--- config.mk ---
export PLATFORM = sky130hd
export DESIGN_NAME = rc_link_tx
export DESIGN_NICKNAME = d
export VERILOG_FILES = /design/src/rtl/rc_link_pkg.sv /design/src/rtl/rc_chan_scale.sv /design/src/rtl/rc_frame_pack.sv /design/src/rtl/rc_serial_shift.sv /design/src/rtl/rc_link_tx.sv
export SDC_FILE = /design/constraint.sdc
export NUM_CORES = 1
export LEC_CHECK = 0
export BUFFER_PORTS_ARGS = -buffer_cell sky130_fd_sc_hd__buf_2
export CAP_MARGIN = 20
export CORE_MARGIN = 2
export CORE_UTILIZATION = 35
export DETAILED_ROUTE_END_ITERATION = 10
export SYNTH_ARGS = -nofsm -noshare
export SYNTH_HDL_FRONTEND = slang
export SYNTH_SLANG_ARGS = --single-unit
--- constraint.sdc ---
create_clock -name clk -period 4.62 [get_ports clk]
set_input_delay 0 -clock clk [delete_from_list [all_inputs] [get_ports clk]]
set_output_delay 0 -clock clk [all_outputs]
set_load 0.03 [all_outputs]
--- src/rtl/rc_link_pkg.sv ---
package rc_link_pkg;

    localparam int BYTE_W        = 8;
    localparam int POS_W         = 10;
    localparam int SLOTS_PER_BYTE = 11;

    localparam logic [7:0] FLAG_BIND  = 8'h80;
    localparam logic [7:0] FLAG_RANGE = 8'h20;

    function automatic logic [7:0] variant_code(input logic [1:0] sel);
        case (sel)
            2'd0:    return 8'h00;
            2'd1:    return 8'h10;
            default: return 8'h18;
        endcase
    endfunction

endpackage

--- src/rtl/rc_chan_scale.sv ---
module rc_chan_scale #(
    parameter int CH_W = 11
) (
    input  logic [CH_W-1:0] val,
    output logic [9:0]      pos
);
    localparam int W = CH_W + 6;
    localparam logic signed [W-1:0] GAIN = W'(13);
    localparam logic signed [W-1:0] BIAS = W'(512);
    localparam logic signed [W-1:0] PMAX = W'(1023);

    logic signed [W-1:0] ext, prod, biased;

    always_comb begin
        ext    = {{6{val[CH_W-1]}}, val};
        prod   = ext * GAIN;
        biased = (prod >>> 5) + BIAS;
        if (biased < 0)
            pos = '0;
        else if (biased > PMAX)
            pos = 10'd1023;
        else
            pos = biased[9:0];
    end
endmodule

--- src/rtl/rc_frame_pack.sv ---
module rc_frame_pack
    import rc_link_pkg::*;
#(
    parameter int NUM_CH = 6,
    parameter int CH_W   = 11,
    localparam int NBYTES = 2 + 2 * NUM_CH
) (
    input  logic [NUM_CH*CH_W-1:0]   ch_val,
    input  logic [7:0]               model_id,
    input  logic [1:0]               link_sel,
    input  logic                     bind_req,
    input  logic                     range_req,
    input  logic                     bind_ok,
    output logic [NBYTES-1:0][7:0]   frame
);
    logic [NUM_CH-1:0][9:0] pos;

    always_comb begin
        frame[0] = variant_code(link_sel);
        if (bind_req && bind_ok)
            frame[0] = frame[0] | FLAG_BIND;
        else if (range_req)
            frame[0] = frame[0] | FLAG_RANGE;
        frame[1] = model_id;
    end

    for (genvar i = 0; i < NUM_CH; i++) begin : g_ch
        rc_chan_scale #(.CH_W(CH_W)) u_scale (
            .val (ch_val[i*CH_W +: CH_W]),
            .pos (pos[i])
        );
        assign frame[2+2*i] = {6'(i), pos[i][9:8]};
        assign frame[3+2*i] = pos[i][7:0];
    end
endmodule

--- src/rtl/rc_serial_shift.sv ---
module rc_serial_shift
    import rc_link_pkg::*;
#(
    parameter int NBYTES        = 14,
    parameter int TICKS_PER_BIT = 1000
) (
    input  logic                    clk,
    input  logic                    rst,
    input  logic                    start,
    input  logic [NBYTES-1:0][7:0]  frame_in,
    output logic                    accept,
    output logic                    tx,
    output logic                    busy
);
    localparam int TW  = (TICKS_PER_BIT > 1) ? $clog2(TICKS_PER_BIT) : 1;
    localparam int BYW = (NBYTES > 1) ? $clog2(NBYTES) : 1;
    localparam logic [TW-1:0]  TICK_LAST = TW'(TICKS_PER_BIT - 1);
    localparam logic [3:0]     SLOT_LAST = 4'(SLOTS_PER_BYTE - 1);
    localparam logic [BYW-1:0] BYTE_LAST = BYW'(NBYTES - 1);

    typedef struct packed {
        logic                   busy;
        logic                   line;
        logic [TW-1:0]          tick;
        logic [3:0]             slot;
        logic [BYW-1:0]         idx;
        logic [NBYTES-1:0][7:0] frame;
    } sh_t;

    sh_t s_d, s_q;

    function automatic logic slot_level(input logic [3:0] slot, input logic [7:0] b);
        if (slot == 4'd0)
            return 1'b0;
        else if (slot <= 4'd8)
            return b[3'(slot - 4'd1)];
        else
            return 1'b1;
    endfunction

    always_comb begin
        s_d    = s_q;
        accept = 1'b0;
        if (!s_q.busy) begin
            if (start) begin
                accept     = 1'b1;
                s_d.busy   = 1'b1;
                s_d.frame  = frame_in;
                s_d.tick   = '0;
                s_d.slot   = '0;
                s_d.idx    = '0;
            end
        end else if (s_q.tick == TICK_LAST) begin
            s_d.tick = '0;
            if (s_q.slot == SLOT_LAST) begin
                s_d.slot = '0;
                if (s_q.idx == BYTE_LAST)
                    s_d.busy = 1'b0;
                else
                    s_d.idx = s_q.idx + 1'b1;
            end else begin
                s_d.slot = s_q.slot + 4'd1;
            end
        end else begin
            s_d.tick = s_q.tick + 1'b1;
        end
        s_d.line = s_d.busy ? slot_level(s_d.slot, s_d.frame[s_d.idx]) : 1'b1;
    end

    always_ff @(posedge clk) begin
        if (rst) begin
            s_q      <= '0;
            s_q.line <= 1'b1;
        end else begin
            s_q <= s_d;
        end
    end

    assign tx   = s_q.line;
    assign busy = s_q.busy;

    assert_idle_high_R1: assert property (@(posedge clk) disable iff (rst)
        !busy |-> tx);

    assert_start_low_R2: assert property (@(posedge clk) disable iff (rst)
        $rose(busy) |-> !tx);

    assert_full_frame_R2: assert property (@(posedge clk) disable iff (rst)
        $fell(busy) |-> ($past(s_q.idx) == BYTE_LAST && $past(s_q.slot) == SLOT_LAST));

    assert_frame_frozen_R9: assert property (@(posedge clk) disable iff (rst)
        (busy && $past(busy)) |-> $stable(s_q.frame));
endmodule

--- src/rtl/rc_link_tx.sv ---
module rc_link_tx #(
    parameter int NUM_CH        = 6,
    parameter int CH_W          = 11,
    parameter int TICKS_PER_BIT = 1000,
    parameter int BIND_FRAMES   = 250
) (
    input  logic                   clk,
    input  logic                   rst,
    input  logic                   frame_go,
    input  logic [NUM_CH*CH_W-1:0] ch_val,
    input  logic [7:0]             model_id,
    input  logic [1:0]             link_sel,
    input  logic                   bind_req,
    input  logic                   range_req,
    output logic                   tx_line,
    output logic                   tx_busy
);
    localparam int NBYTES = 2 + 2 * NUM_CH;
    localparam int PW     = $clog2(BIND_FRAMES + 1);
    localparam logic [PW-1:0] PERMIT_INIT = PW'(BIND_FRAMES);

    typedef struct packed {
        logic [PW-1:0] permits;
    } top_t;

    top_t t_d, t_q;
    logic                   accept;
    logic                   bind_ok;
    logic [NBYTES-1:0][7:0] frame;

    assign bind_ok = (t_q.permits != '0);

    always_comb begin
        t_d = t_q;
        if (accept && bind_ok)
            t_d.permits = t_q.permits - 1'b1;
    end

    always_ff @(posedge clk) begin
        if (rst)
            t_q.permits <= PERMIT_INIT;
        else
            t_q <= t_d;
    end

    rc_frame_pack #(.NUM_CH(NUM_CH), .CH_W(CH_W)) u_pack (
        .ch_val    (ch_val),
        .model_id  (model_id),
        .link_sel  (link_sel),
        .bind_req  (bind_req),
        .range_req (range_req),
        .bind_ok   (bind_ok),
        .frame     (frame)
    );

    rc_serial_shift #(.NBYTES(NBYTES), .TICKS_PER_BIT(TICKS_PER_BIT)) u_shift (
        .clk      (clk),
        .rst      (rst),
        .start    (frame_go),
        .frame_in (frame),
        .accept   (accept),
        .tx       (tx_line),
        .busy     (tx_busy)
    );

    assert_permit_spent_R5: assert property (@(posedge clk) disable iff (rst)
        (accept && t_q.permits != '0) |=> (t_q.permits == $past(t_q.permits) - 1'b1));

    assert_permit_closed_R5: assert property (@(posedge clk) disable iff (rst)
        (t_q.permits == '0) |=> (t_q.permits == '0));

    assert_busy_ignores_go_R10: assert property (@(posedge clk) disable iff (rst)
        (tx_busy && frame_go) |=> $stable(t_q.permits));
endmodule

==> summary.txt, run 1 <==
Power
  – Pwr Total: 5.30 mW
  – PD cells: 332 nW/um^2
  – Leak: 7.47 nW
  – Peak VDD IR: 0.000259 V

Yosys
  – Number of synthesized flops with an enable pin: 0
  – Prevailing post-synth register cell: dfxtp_1
  – Mean Syn Cell Area: 8.25 um^2
  – Synth cell types: 84
  – Synth Instances: 1576
  – Yosys warnings: 0
  – Fraction of registers with async set/reset: 0%
  – Sequential-to-total area share from yosys stat: 21.6%
  – Area contributors post-synth: dfxtp_1, ha_1, fa_1
  – Most frequent cells after synthesis: inv_1, ha_1, nor2_1, dfxtp_1, a21oi_1
  – Post-Syn Nets: 1910
  – Most frequent cell after synthesis: inv_1
  – Dominant cell type by area after synthesis: dfxtp_1
  – FF+latch count, synth: 140
  – Synth top area share: 21.6%
  – Mapped cell area: 13000 um^2

Detailed routing
  – DR DRC count: 0
  – DRT iter0 DRCs: 601
  – Post-DRT Antenna Nets: 0
  – DRT Pass-1 Iters: 5
  – Vias per inst: 5.10
  – Routed WL: 32400 um
  – Via count: 11.6k
  – Detailed-route wire length per cell: 14.3 um

Placement
  – Placed Area: 15000 um^2
  – Post-Place Worst Slack: -295 ps
  – # port buffers: 82
  – Dpl hpwl: 25400 um
  – Routability Congestion: 0.870

Global route
  – First-pass GRT wire length: 53700 um
  – Vias in the first global route: 11.3k
  – Total track usage: 16.9%
  – Initial antenna violation count: 0
  – Largest net degree at the start of global routing: 78
  – Gr ovfl total: 0

Critical path
  – Worst setup SP type: input port
  – CP Max Fanout: 3
  – Critical Path End Type: flip-flop
  – Slowest CP cell: fa_1
  – Crit path arrival time: 4750 ps
  – Critical path class: input port to flip-flop
  – Worst path cell trace: buf_2 > ha_1 > ha_4 > fa_1 > ha_4 > o21ai_2 > a221oi_2 > nand2_1 > a221o_1 > xnor2_1 > ha_1 > o2111ai_1 > or4_1 > o41a_1 > a221o_1 > a211oi_2 > o211ai_2 > a31oi_1 > o21ai_1
  – Cell family with most CP delay: compound AO/OA/AOI/OAI gates
  – Worst path max stage delay: 520 ps
  – Critical Path RT: 4900 ps
  – CP Buf/Inv Count: 1
  – R2r setup slk: 540 ps

Run status
  – Outcome: finished clean

Timing
  – Final worst path period need: 4460 ps
  – Final slew viol count: 0
  – Final setup fails: 0
  – Period utilization: 96.6%
  – Final Hold Vio Count: 0
  – Slew headroom: 41.1%
  – Final WS setup: 157 ps
  – Worst clock skew: 7.58 ps
  – RSZ-0062 raised after global routing: yes
  – Fmax: 0.224 GHz
  – Worst Tran Pin Value: 876 ps

Job
  – Max_cap viols: 0

Die
  – I/O pin cnt: 83
  – Die Ht: 197 um
  – Die area: 38700 um^2
  – Rows: 70
  – Starting density of the core: 35.5%
  – Die width: 197 um
  – Core area: 36600 um^2

Finish
  – Diodes inserted: 0
  – # fillers: 3640
  – Layout cells sized above 1: 19.2%
  – Fin area: 16000 um^2
  – Fin nets: 2123
  – Area Growth Syn to Fin: 22.9%
  – Final core occ: 43.6%

Min path
  – Worst Hold Class: input port to flip-flop

Clock tree
  – CTS root buffer: clkbuf_16
  – Clk slew on worst S/H paths: 60 ps
  – CTS tree: done
  – H-tree Lvls: 4
  – Total CTS buffers: 17
  – Clock sink total: 140
  – Clock latency on the worst-skew pair: 420 ps
  – Clk buf depth: 2
==> timing repair <==
| item | 4_1_cts | 5_1_grt |
|---|---|---|
| hold buffers | 13 | 0 |
| setup endpoints to repair | 0 | 1 |
| resized for setup | 0 | 39 |
| buffers inserted | 0 | 6 |
| hold endpoints to repair | 13 | 0 |
==> tightest hold or removal path, stage by stage <==
cell and delay, ps:
buf_2 110, nor2_2 140, and2_1 200
==> per-stage QoR <==
stage | setup TNS, ps | hold slack, ps | instances
final | 0 | 81.1 | 2270
after CTS | 0 | 69.9 | 2264
after global placement | -252 | 254 | 2219
after detailed placement | -295 | 253 | 2219
after global routing | -53.6 | 105 | 2270
after floorplan | 0 | 136 | 1576
==> sequential cells by signal, indices dropped and copies added, names as in the netlist <==
name and count:
u_shift.s_q 130, t_q 8, u_shift.busy 1, u_shift.tx 1
==> path summary, 6_finish.rpt <==
check	endpoint	startpoint	cells after the start
min reg2reg	u_shift.s_q[21]	u_shift.s_q[21]	1
max	u_shift.tx	ch_val[58]	19
max reg2reg	u_shift.tx	u_shift.s_q[120]	12
min	u_shift.s_q[102]	rst	3
==> final cells by class <==
type / count / area (um^2) / share of cell area, %
multi-input cells: 1144 / 9320 / 58.4
flip-flops and latches: 140 / 2800 / 17.5
repair buffers: 258 / 1790 / 11.2
inverters: 228 / 856 / 5.36
well taps: 468 / 586 / 3.67
clock buffers: 19 / 453 / 2.84
clock inverters: 13 / 163 / 1.02
==> layer usage <==
| layer | global-route usage (%) | up-vias | wire length [um] |
|---|---|---|---|
| met5 | 0 | - | 0 |
| met4 | 4.26 | 0 | 432 |
| met3 | 2.12 | 28 | 1240 |
| met2 | 29.4 | 187 | 15400 |
| met1 | 22.1 | 5496 | 15300 |
| li1 | - | 5872 | - |
==> cell families (layout without fill, tap and decap cells) <==
kind of cell	count (synthesis)	after routing	synth area share (%)
compound gates	366	366	18.6
xor+xnor	70	70	4.83
fa+ha+maj	254	254	27.7
buf+inv	292	518	8.69
flops	140	140	21.6
mux	30	30	2.50
simple gates	424	424	16.1
==> placed cells by master, fill, tap and decap left out, types with 6 or more instances in the layout <==
master | synthesis | layout
inv_1 | 228 | 227
buf_4 | 3 | 162
a41o_1 | 6 | 6
dlygate4sd3_1 | 0 | 13
a31oi_1 | 17 | 16
a22oi_1 | 17 | 15
ha_4 | 0 | 7
fa_1 | 57 | 57
nor2b_1 | 11 | 10
o211ai_1 | 6 | 6
o21ai_0 | 57 | 53
and2_1 | 39 | 37
nand2_1 | 90 | 90
ha_1 | 196 | 186
o21ai_1 | 4 | 6
mux2i_1 | 19 | 19
a21oi_1 | 107 | 104
nand3_1 | 18 | 18
dfxtp_1 | 140 | 140
nand2b_1 | 10 | 9
and3_1 | 14 | 14
a211oi_1 | 52 | 50
a211o_1 | 6 | 6
nor3_1 | 36 | 35
o21bai_1 | 6 | 6
o31ai_1 | 7 | 7
nand4_1 | 6 | 6
mux2_2 | 10 | 10
or3_1 | 12 | 12
a221oi_1 | 6 | 6
a21o_1 | 12 | 12
nor3b_1 | 8 | 6
xor2_1 | 27 | 27
xnor2_1 | 42 | 41
nor2_1 | 146 | 143
buf_2 | 3 | 81
o22ai_1 | 9 | 8
clkbuf_16 | 0 | 17
==> power by group <==
group	switching (mW)	internal [mW]	total (mW)
registers	0.0621	1.31	1.37
logic	1.28	1.23	2.51
clock network	0.545	0.879	1.42
total	1.89	3.41	5.30
No activity file was read; power rests on OpenSTA's default activity.
==> run 2: changes to the inputs <==
BUFFER_PORTS_ARGS = -buffer_cell sky130_fd_sc_hd__clkbuf_2   (was -buffer_cell sky130_fd_sc_hd__buf_2)
PLACE_DENSITY_LB_ADDON = 0.3   (was unset)
SETUP_SLACK_MARGIN = 0.4   (was unset)
==> run 2 against run 1 <==
  * Critical path depth grew 2
  * Register-to-register slack gained 180 ps
  * Clock skew grew 1.9 ps
  * Global-route usage shrank 0.25 points
  * Count of clock-buffer cells in the layout grew 1
==> summary.txt, run 2 (synthesized netlist as in run 1, its figures left out) <==
Run status
  – Outcome: finished clean

Power
  – PD cells: 332 nW/um^2 (+0.11%)
  – Peak VDD IR: 0.000293 V (+13%)
  – Leak: 7.36 nW (-1.5%)

Critical path
  – Critical Path End Type: flip-flop
  – Critical path class: input port to flip-flop
  – Worst setup SP type: input port
  – CP Max Fanout: 4 (+1)
  – Crit path arrival time: 4640 ps (-110 ps)
  – Critical Path RT: 4910 ps (about the same)
  – R2r setup slk: 720 ps (+180 ps)

Timing
  – Slew headroom: 35.6% (-5.5 points)
  – Fmax: 0.230 GHz (+2.5%)
  – Final slew viol count: 0 (unchanged)
  – Final WS setup: 265 ps (+109 ps)
  – Worst clock skew: 9.51 ps (+1.93 ps)
  – Worst Tran Pin Value: 960 ps (+83.9 ps)
  – Final Hold Vio Count: 0 (unchanged)
  – Final setup fails: 0 (unchanged)
  – RSZ-0062 raised after global routing: yes
  – Period utilization: 94.3% (-2.3 points)
  – Final worst path period need: 4350 ps (-109 ps)
  – Post-Route Setup TNS: 0 ps (unchanged)

Detailed routing
  – Via count: 11.5k (-0.71%)
  – DRT Pass-1 Iters: 5 (unchanged)
  – Post-DRT Antenna Nets: 0 (unchanged)
  – Detailed-route wire length per cell: 14.1 um (-1.5%)
  – DRT iter0 DRCs: 518 (-14%)
  – Vias per inst: 5.13 (+0.53%)
  – Routed WL: 31500 um (-2.7%)
  – DR DRC count: 0 (unchanged)

Finish
  – Area Growth Syn to Fin: 21.2%
  – Layout cells sized above 1: 17.5% (-1.7 points)
  – Largest register FFs: 130 (unchanged)
  – Final Non-Filler Cells: 2242 (-1.2%)
  – Biggest regs: u_shift.s_q: 130 flops, t_q: 8 flops
  – Biggest register: u_shift.s_q
  – Commonest non-fill, non-tap cell in the layout: inv_1
  – Fin area: 15700 um^2 (-1.4%)
  – Fin nets: 2095 (-1.3%)
  – Most frequent cells in the layout: inv_1, ha_1, nor2_1
  – Diodes inserted: 0 (unchanged)

Clock tree
  – Clk slew on worst S/H paths: 60 ps (about the same)
  – Clock sink total: 140 (unchanged)
  – Clock latency on the worst-skew pair: 430 ps (about the same)
  – Total CTS buffers: 17 (unchanged)
  – H-tree Lvls: 4 (unchanged)
  – CTS tree: done
  – Clk buf depth: 2 (unchanged)
  – CTS root buffer: clkbuf_16

Global route
  – Largest net degree at the start of global routing: 78 (unchanged)
  – Gr ovfl total: 0 (unchanged)
  – Total track usage: 16.6% (-0.25 points)
  – Initial antenna violation count: 0 (unchanged)
  – First-pass GRT wire length: 53600 um (-0.23%)
  – Vias in the first global route: 11.3k (-0.71%)

Placement
  – Placed Area: 14900 um^2 (-0.63%)
  – Routability Congestion: 0.895 (+2.9%)
  – # port buffers: 82 (unchanged)
  – Dpl hpwl: 25000 um (-1.5%)
  – Placed insts: 2196 (-1.0%)
  – Post-Place Worst Slack: -310 ps (-14.3 ps)

Min path
  – Worst Hold Class: input port to flip-flop

Die
  – Die width: 197 um (unchanged)
  – Rows: 70 (unchanged)
  – I/O pin cnt: 83 (unchanged)
  – Die Ht: 197 um (unchanged)
  – Core area: 36600 um^2 (unchanged)
  – Starting density of the core: 35.5% (unchanged)
  – Die area: 38700 um^2 (unchanged)

Job
  – Max_cap viols: 0 (unchanged)
## run 2: final cells by class
type	count	area, um^2
Clock inverter	12	163
Fill cell	3695	20900
Tap cell	468	586
Clock buffer	20	447
Multi-Input combinational cell	1144	9310
Inverter	228	856
Timing Repair Buffer	230	1590
Sequential cell	140	2800
## run 2: critical path, cell delays in order
cell,delay [ps]
buf_2,130
ha_4,160
fa_1,470
inv_1,50
fa_1,490
inv_1,60
ha_4,280
a21o_1,150
a21oi_2,60
nor3b_2,150
a221o_1,360
xnor2_1,140
ha_1,280
o2111ai_1,80
or4_1,410
o41a_1,360
a221o_1,380
a211oi_2,230
o211ai_2,130
a31oi_1,160
o21ai_1,90
## run 2: metal layers
metal / routed length, um / share of wire, % / vias up / GRT usage (%)
li1: - / - / 5821 / -
met1: 14800 / 47 / 5455 / 22.0
met2: 15000 / 48 / 193 / 28.7
met3: 1150 / 3.6 / 32 / 2.34
met4: 482 / 1.5 / 0 / 3.84
met5: 0 / 0 / - / 0
## run 2: power by group
group          switching (mW)  internal, mW  total (mW)
combinational            1.26          1.18        2.44
clock                   0.552         0.869        1.42
sequential             0.0622          1.31        1.37
total                    1.88          3.35        5.23
## run 2: metrics by stage
| step | util, % | power, mW | hold slack [ps] |
|---|---|---|---|
| after global placement | 40.6 | 3.75 | 237 |
| after floorplan | - | 3.00 | 136 |
| final | 43.0 | 5.23 | 47.0 |
| after detailed placement | 40.7 | 3.80 | 241 |
| after global routing | 43.0 | 5.66 | 76.6 |
| after CTS | 42.8 | 5.26 | 52.4 |
## run 2: final timing paths
kind,start,to,depth (start not counted)
min,rst,u_shift.s_q[119],2
max,ch_val[64],u_shift.tx,21
max reg2reg,u_shift.s_q[120],u_shift.tx,12
min reg2reg,u_shift.s_q[20],u_shift.s_q[20],2
## run 2: repair_timing
| action | in CTS | in global routing |
|---|---|---|
| endpoints found under the setup margin | 1 | 3 |
| endpoints found under the hold margin | 13 | 0 |
| buffers inserted | 0 | 1 |
| gates cloned | 0 | 0 |
| resized for setup | 12 | 15 |
| pin swaps | 9 | 2 |
| hold buffers | 13 | 0 |
==> run 3: changes to the inputs <==
BUFFER_PORTS_ARGS = -buffer_cell sky130_fd_sc_hd__buf_2   (was -buffer_cell sky130_fd_sc_hd__clkbuf_2)
==> run 3 against run 2 <==
  * Register-to-register slack better by 50 ps
  * Global-route usage decreased by 0.092 points
  * Design area hardly changed
  * Worst setup slack got worse by 3.1 ps
  * Sequential power about the same
  * Flip-flop and latch count unchanged
  * Final cell count about the same
  * First-iteration DRC count up 12%
  * Count of clock-buffer cells in the layout fell by 1
  * Combinational power barely moved
  * Critical endpoint unchanged
==> summary.txt, run 3 (synthesized netlist as in run 1, its figures left out) <==
Critical path
  – Critical Path End Type: flip-flop
  – Crit path arrival time: 4650 ps (about the same)
  – Critical path class: input port to flip-flop
  – Worst setup SP type: input port
  – CP Max Fanout: 7 (+3)
  – Critical Path RT: 4910 ps (about the same)

Power
  – PD cells: 337 nW/um^2 (+1.6%)
  – Leak: 7.36 nW (about the same)
  – Peak VDD IR: 0.000258 V (-12%)

Detailed routing
  – Detailed-route wire length per cell: 14.0 um (about the same)
  – DRT iter0 DRCs: 582 (+12%)
  – Met3 Wirelength: 1180 um (+2.4%)
  – Wire length on met1: 15200 um (+2.3%)
  – Highest routed metal layer: met4
  – Post-DRT Antenna Nets: 0 (unchanged)
  – DRT Pass-1 Iters: 5 (unchanged)
  – Via count: 11.4k (-0.94%)
  – DR DRC count: 0 (unchanged)
  – Routed WL: 31500 um (about the same)
  – Met2 WL: 14400 um (-4.0%)
  – Vias per inst: 5.08 (-0.98%)

Global route
  – Largest net degree at the start of global routing: 78 (unchanged)
  – Total track usage: 16.5% (-0.092 points)
  – Gr ovfl total: 0 (unchanged)
  – Initial antenna violation count: 0 (unchanged)
  – First-pass GRT wire length: 52600 um (-1.9%)
  – Vias in the first global route: 11.0k (-1.9%)

Timing
  – Worst Tran Pin Value: 925 ps (-34.4 ps)
  – Fmax: 0.229 GHz (about the same)
  – Final slew viol count: 0 (unchanged)
  – RSZ-0062 raised after global routing: yes
  – Worst clock skew: 12.0 ps (+2.48 ps)
  – Hold_ws: 35.6 ps (-11.4 ps)
  – Period utilization: 94.3% (about the same)
  – Final WS setup: 262 ps (-3.07 ps)
  – Slew headroom: 37.9% (+2.3 points)
  – Final worst path period need: 4360 ps (+3.07 ps)
  – Final Hold Vio Count: 0 (unchanged)
  – Final setup fails: 0 (unchanged)

Finish
  – Most frequent cells in the layout: inv_1, ha_1, nor2_1
  – Layout cells sized above 1: 17.1% (-0.46 points)
  – Final core occ: 43.0% (about the same)
  – Area Growth Syn to Fin: 21.2% (about the same)
  – Biggest register: u_shift.s_q
  – Largest register FFs: 130 (unchanged)
  – Diodes inserted: 0 (unchanged)
  – Commonest non-fill, non-tap cell in the layout: inv_1
  – Final Non-Filler Cells: 2243 (+0.045%)
  – Fin nets: 2097 (+0.095%)
  – Biggest regs: u_shift.s_q: 130 flops, t_q: 8 flops

Placement
  – Post-Place Worst Slack: -353 ps (-43.9 ps)
  – Placed insts: 2198 (+0.091%)
  – Dpl hpwl: 25100 um (+0.60%)
  – Routability Congestion: 0.888 (-0.75%)
  – # port buffers: 82 (unchanged)

Min path
  – Worst Hold Class: input port to flip-flop

Die
  – Die area: 38700 um^2 (unchanged)
  – Core area: 36600 um^2 (unchanged)
  – I/O pin cnt: 83 (unchanged)
  – Die Ht: 197 um (unchanged)
  – Rows: 70 (unchanged)
  – Starting density of the core: 35.5% (unchanged)
  – Die width: 197 um (unchanged)

Run status
  – Outcome: finished clean

Clock tree
  – CTS tree: done
  – Clock latency on the worst-skew pair: 430 ps (about the same)
  – Total CTS buffers: 17 (unchanged)
  – CTS root buffer: clkbuf_16
  – Clock sink total: 140 (unchanged)
  – H-tree Lvls: 4 (unchanged)
  – Clk buf depth: 2 (unchanged)
  – Clk slew on worst S/H paths: 60 ps (about the same)

Job
  – Max_cap viols: 0 (unchanged)
[run 3: cell types whose count changed in the layout (fill, tap and decap cells not counted), sizes merged]
cell	delta
inv	+2
clkinv	-4
bufinv	+2
clkbuf	-81
buf	+82
[run 3: through the flow]
| stage | cell area [um^2] | power, mW | setup TNS, ps |
|---|---|---|---|
| final | 15800 | 5.32 | 0 |
| after global routing | 15800 | 5.73 | -23.2 |
| after CTS | 15700 | 5.37 | 0 |
| after detailed placement | 14900 | 3.81 | -353 |
| after global placement | 14900 | 3.76 | -334 |
| after floorplan | 13100 | 3.00 | 0 |
[run 3: metal layers]
metal	vias up	global-route usage (%)
met3	44	2.60
met1	5314	21.9
met4	0	5.07
met5	-	0
met2	218	27.6
li1	5817	-
[run 3: cell type report]
type,instances,area [um^2]
repair buffers,232,1600
clock buffers,19,433
inverters,228,856
clock inverters,12,209
flip-flops and latches,140,2800
multi-input cells,1144,9270
fillers,3643,20900
well taps,468,586
[run 3: worst max-delay path, cell delays in order]
cell	delay, ps
buf_2	120
ha_1	290
ha_1	270
inv_1	50
fa_1	490
inv_1	40
ha_1	290
a21o_1	200
a21o_1	210
a221o_1	410
a41oi_2	220
xnor2_1	120
ha_1	410
and2_1	180
a31oi_1	130
mux2_2	280
a22oi_1	150
o221ai_1	160
a41oi_1	210
o21ai_0	140
a31oi_1	180
o21ai_1	80
[run 3: final timing paths]
path                    startpoint  slack (ps)  cells after the start         endpoint
setup / recovery        ch_val[16]         260                     22       u_shift.tx
hold / removal                 rst          40                      3   u_shift.s_q[0]
setup reg to reg  u_shift.s_q[120]         770                     12       u_shift.tx
hold reg to reg    u_shift.s_q[20]         450                      2  u_shift.s_q[20]
[run 3: what timing repair did]
| item | in CTS | in global routing |
|---|---|---|
| endpoints found under the setup margin | 1 | 1 |
| hold buffers | 13 | 0 |
| gates resized for setup | 11 | 2 |
| pin swaps | 10 | 2 |
| buffers inserted | 0 | 1 |
| endpoints found under the hold margin | 13 | 0 |
[run 3: power by group]
part,total [mW],leakage (nW),switching [mW],internal (mW)
sequential,1.37,1.14,0.0611,1.31
clock,1.51,0.305,0.550,0.962
combinational,2.44,5.91,1.26,1.17
